File: src/rtl/tlb_inval.sv
module tlb_inval #(
  parameter int ENTRIES = 8,
  parameter int VPN_W   = 20,
  parameter int PPN_W   = 20,
  parameter int CR_W    = 32,
  parameter int CR0_PE  = 0,
  parameter int CR0_PG  = 31,
  parameter int CR4_PSE = 4,
  parameter int CR4_PAE = 5,
  parameter int CR4_PGE = 7
) (
  input  logic             clk,
  input  logic             rst_n,
  input  logic [VPN_W-1:0] lk_vpn,
  output logic             lk_hit,
  output logic [PPN_W-1:0] lk_ppn,
  input  logic             fill_en,
  input  logic [VPN_W-1:0] fill_vpn,
  input  logic [PPN_W-1:0] fill_ppn,
  input  logic             fill_glb,
  input  logic             inv_page_en,
  input  logic [VPN_W-1:0] inv_page_vpn,
  input  logic             ptb_wr,
  input  logic [CR_W-1:0]  ptb_wdata,
  input  logic             ts_en,
  input  logic [CR_W-1:0]  ts_base,
  input  logic             flush_pin,
  input  logic             mtrr_wr,
  input  logic             cr0_wr,
  input  logic [CR_W-1:0]  cr0_old,
  input  logic [CR_W-1:0]  cr0_new,
  input  logic             cr4_wr,
  input  logic [CR_W-1:0]  cr4_old,
  input  logic [CR_W-1:0]  cr4_new
);
  localparam int IW = (ENTRIES > 1) ? $clog2(ENTRIES) : 1;

  logic [ENTRIES-1:0]             valid_q, glb_q;
  logic [ENTRIES-1:0][VPN_W-1:0]  vpn_q;
  logic [ENTRIES-1:0][PPN_W-1:0]  ppn_q;
  logic [CR_W-1:0]                ptb_q;
  logic                           pin_q;
  logic [IW-1:0]                  rr_q;

  logic [ENTRIES-1:0] lk_match, surv, fmatch;
  logic [PPN_W-1:0]   lk_ppn_c;
  logic [IW-1:0]      tgt;
  logic               use_rr;

  wire cr0_flip = cr0_wr && ((cr0_old[CR0_PE] ^ cr0_new[CR0_PE]) ||
                             (cr0_old[CR0_PG] ^ cr0_new[CR0_PG]));
  wire cr4_flip = cr4_wr && ((cr4_old[CR4_PSE] ^ cr4_new[CR4_PSE]) ||
                             (cr4_old[CR4_PAE] ^ cr4_new[CR4_PAE]) ||
                             (cr4_old[CR4_PGE] ^ cr4_new[CR4_PGE]));
  wire kill_all   = (flush_pin ^ pin_q) | mtrr_wr | cr0_flip | cr4_flip;
  wire kill_local = ptb_wr | (ts_en && (ts_base != ptb_q));

  always_comb begin
    lk_ppn_c = '0;
    for (int i = 0; i < ENTRIES; i++) begin
      lk_match[i] = valid_q[i] && (vpn_q[i] == lk_vpn);
      lk_ppn_c    = lk_ppn_c | ({PPN_W{lk_match[i]}} & ppn_q[i]);
      surv[i]     = valid_q[i] && !kill_all && !(kill_local && !glb_q[i]) &&
                    !(inv_page_en && (vpn_q[i] == inv_page_vpn));
      fmatch[i]   = surv[i] && (vpn_q[i] == fill_vpn);
    end
  end

  assign lk_hit = |lk_match;
  assign lk_ppn = lk_ppn_c;
  assign use_rr = ~|fmatch & (&surv);

  always_comb begin
    tgt = rr_q;
    if (|fmatch) begin
      for (int i = ENTRIES - 1; i >= 0; i--)
        if (fmatch[i]) tgt = IW'(i);
    end else if (!use_rr) begin
      for (int i = ENTRIES - 1; i >= 0; i--)
        if (!surv[i]) tgt = IW'(i);
    end
  end

  always_ff @(posedge clk) begin
    if (!rst_n) begin
      valid_q <= '0;
      glb_q   <= '0;
      vpn_q   <= '0;
      ppn_q   <= '0;
      ptb_q   <= '0;
      pin_q   <= 1'b0;
      rr_q    <= '0;
    end else begin
      pin_q   <= flush_pin;
      valid_q <= surv;
      if (ptb_wr)     ptb_q <= ptb_wdata;
      else if (ts_en) ptb_q <= ts_base;
      if (fill_en) begin
        valid_q[tgt] <= 1'b1;
        vpn_q[tgt]   <= fill_vpn;
        ppn_q[tgt]   <= fill_ppn;
        glb_q[tgt]   <= fill_glb;
        if (use_rr) rr_q <= (rr_q == IW'(ENTRIES - 1)) ? '0 : rr_q + 1'b1;
      end
    end
  end
endmodule


File: config.mk
export PLATFORM = sky130hd
export DESIGN_NAME = tlb_inval
export DESIGN_NICKNAME = d
export VERILOG_FILES = /design/src/rtl/tlb_inval.sv
export SDC_FILE = /design/constraint.sdc
export NUM_CORES = 1
export LEC_CHECK = 0
export BUFFER_PORTS_ARGS = -buffer_cell sky130_fd_sc_hd__buf_2
export CELL_PAD_IN_SITES_DETAIL_PLACEMENT = 1
export CELL_PAD_IN_SITES_GLOBAL_PLACEMENT = 1
export CORE_MARGIN = 2
export CORE_UTILIZATION = 49
export CTS_BUF_LIST = sky130_fd_sc_hd__clkbuf_4 sky130_fd_sc_hd__clkbuf_8
export DETAILED_ROUTE_END_ITERATION = 8
export PLACE_DENSITY = 0.9
export SLEW_MARGIN = 25
export SYNTH_ARGS = -nofsm -noshare
export SYNTH_HDL_FRONTEND = slang
export SYNTH_SLANG_ARGS = --single-unit
File: constraint.sdc
create_clock -name clk -period 5.2 [get_ports clk]
set_input_delay 0.52 -clock clk [delete_from_list [all_inputs] [get_ports clk]]
set_output_delay 0.52 -clock clk [all_outputs]
set_load 0.005 [all_outputs]
==> results.yml <==
route:
  finalWirelength_um: 85630
  postRouteAntennaNets: 0
  dr.pass1.iters: 8
  vias: 18730
  detail_route.wl_per_cell_um: 28.72
  drc: 0
  routed_via_density: 6.280
  drtIter0Drc: 1788
sta:
  fin_ws_ps: 807.0
  slew_viol_final: 0
  relSlewSlack_pct: 36.02
  fmaxAchievable_mhz: 227.6
  finalHoldViolations: 0
  tightest_slew_ps: 957.4
  period_share_pct: 84.48
  setup_tns_ps: 0
  fin_crit_ps: 4393
  setup-violations-final: 0
  hold_ws_ps: 119.7
  grt_setup_unrepaired: "false"
  fin_skew_ps: 33.57
clock_network:
  tritoncts: "built"
  cts_hold_buf: 0
  cts_buffers: 67
  cts.sinks: 372
  insertion_delay_ps: 670
  clkTransAtPathRegs_ps: 60
  cts_buffer_depth: 3
  root_buffer: "clkbuf_8"
  cts_setup_buffers: 0
  cts_resized: 0
  htree_num_levels: 3
yosys:
  synthFlopType: "dfxtp_1"
  syn_area_um2: 21040
  async_flop_share_pct: 0
  synth_fp_nets: 2564
  syn_inst: 2279
  synth-seq-cells: 372
  synth_area_per_cell_um2: 9.232
  synth-edff-count: 0
  ys_warn_count: 0
  synth-seq-area-share_pct: 35.40
  yosysUniqueCellTypes: 56
die:
  fp.dieW_um: 211.2
  rows: 75
  die_area_um2: 44610
  die_h_um: 211.2
  core_um2: 42130
  start_util_pct: 49.93
  ioPinCount: 304
global_route:
  grt_pass1_vias: 19850
  grt_max_degree: 112
  antenna_found_initial: 2
  grt-ovfl-total: 0
  grt_first_pass_wirelength_um: 125400
  grt_use_total_pct: 38.15
power:
  p_leak_nw: 9.943
  finalPower_mw: 6.541
  p_per_area_nw_per_um2: 277.2
  peakVddDrop_uv: 229.2
placement:
  dp.cells: 2872
  pre_cts_slack_ps: 564.6
  hpwl_um: 55210
  port_buffers: 185
  gp_congestion: 0.9891
critical_path:
  cp-start-kind: "register"
  startpoint: "ptb_q[9]$_SDFFE_PN0P_"
  reg2reg_depth: 11
  path_cells: "xor2_1 > nor4_1 > nand4_1 > o31ai_4 > o21ai_0 > a21oi_1 > o2111ai_1 > a21oi_4 > nand3_4 > buf_4 > mux2i_1"
  critPathMaxFanout: 22
  crit_path_end_kind: "register"
  cp.arrival_ps: 4890
  required_ps: 5700
  path_class: "register to register"
  crit_path_top_delay_cell: "o31ai_4"
  critPathMaxStageDelay_ps: 750
  reg2reg_from: "ptb_q[9]$_SDFFE_PN0P_"
job:
  cap_violations: 0
finish:
  drive_gt1_share_pct: 14.86
  seq_area_um2: 7447
  area_growth_syn_to_layout_pct: 12.14
  fin_nets: 2687
  multiInputGateArea_um2: 12790
  final_cells: 2982
  fillers: 4810
  n_antenna_cell: 0
worst_hold_path:
  hp-start: "flush_pin"
  hp-class: "input pin to register"
  min_path_cells: 2
outcome:
  status: "complete, no violations"
==> final timing paths <==
path	to	slack, ps
setup / recovery	vpn_q[43]$_SDFFE_PN0P_	810
hold / removal	pin_q$_SDFF_PN0_	120
setup reg to reg	vpn_q[43]$_SDFFE_PN0P_	810
hold reg to reg	ppn_q[22]$_SDFFE_PN0P_	460
==> report_power, final <==
group	internal (mW)	switching [mW]	leakage, nW
logic	0.243	0.500	6.22
registers	2.89	0.0373	3.01
clock network	1.54	1.33	0.710
==> flip-flops by register name (all words and copies together), names as in the netlist <==
register  flops
ppn_q       160
vpn_q       160
pin_q         1
glb_q         8
valid_q       8
rr_q          3
ptb_q        32
==> Yosys cell counts, drive strengths merged (6+ instances only) <==
master | number | area share (%)
nand2 | 412 | 7.4
dfxtp | 372 | 35
mux2i | 362 | 17
xor2 | 288 | 12
xnor2 | 230 | 9.6
clkbuf | 110 | 2.0
nor4 | 79 | 2.6
nand4 | 66 | 2.0
buf | 61 | 2.0
nand3 | 45 | 1.3
o21ai | 41 | 0.99
a22oi | 40 | 1.4
and2 | 40 | 1.2
a22o | 21 | 0.87
a221oi | 20 | 0.83
nor3 | 15 | 0.36
o211ai | 8 | 0.29
o21a | 8 | 0.29
inv | 7 | 0.12
a21oi | 6 | 0.23
==> critical path: cells and delay by family (launching register included) <==
kind	cells	cell delay, ps
buf+inv	1	380
compound gates	5	1980
xor+xnor	1	160
mux	1	130
flops	1	320
simple gates	3	1220
==> routing by layer <==
metal  track usage (%)  up-vias  share of wire (%)
met1             45.76     9258                 39
li1                  -     8046                  -
met5             1.001        -              0.097
met4             23.00        6                6.3
met2             60.00     1072                 44
met3             11.63      344                 11
==> through the flow <==
stage | cell area, um^2 | util [%]
floorplan | 21040 | -
global placement | 22260 | 52.83
detailed placement | 22260 | 52.83
CTS | 23590 | 56.00
global route | 23590 | 56.00
finish | 23590 | 56.00
==> cell type report <==
class | count | share of cell area [%]
repair buffers | 225 | 5.611
flip-flops and latches | 372 | 31.56
multi-input cells | 1729 | 54.20
well taps | 539 | 2.858
inverters | 7 | 0.1114
clock buffers | 102 | 5.314
clock inverters | 8 | 0.3447
==> layout by cell type, fill, tap and decap left out, types with 7 or more instances in the layout <==
| cell type | synthesis | layout |
|---|---|---|
| a221oi_1 | 20 | 20 |
| a22o_1 | 21 | 21 |
| a22oi_1 | 40 | 40 |
| and2_1 | 40 | 40 |
| buf_12 | 0 | 7 |
| buf_2 | 31 | 184 |
| buf_4 | 8 | 33 |
| clkbuf_4 | 0 | 24 |
| clkbuf_8 | 0 | 78 |
| dfxtp_1 | 372 | 372 |
| inv_1 | 7 | 7 |
| mux2i_1 | 362 | 362 |
| nand2_1 | 412 | 412 |
| nand3_1 | 41 | 41 |
| nand4_1 | 65 | 65 |
| nor3_1 | 15 | 15 |
| nor4_1 | 76 | 68 |
| nor4_2 | 0 | 8 |
| o211ai_1 | 8 | 8 |
| o21a_1 | 8 | 8 |
| o21ai_0 | 38 | 38 |
| xnor2_1 | 230 | 230 |
| xor2_1 | 288 | 288 |
==> kinds of logic after synthesis <==
logic type	after synthesis	synth area share, %
DFF	372	35.40
muxes	362	17.22
xor gates and xnor gates	518	21.56
AOI/OAI and AO/OA	171	6.233
adders and majority gates	2	0.1189
buffers and inverters	178	4.109
and+or+nand+nor	676	15.36
Power figures use the tool's default switching activity.
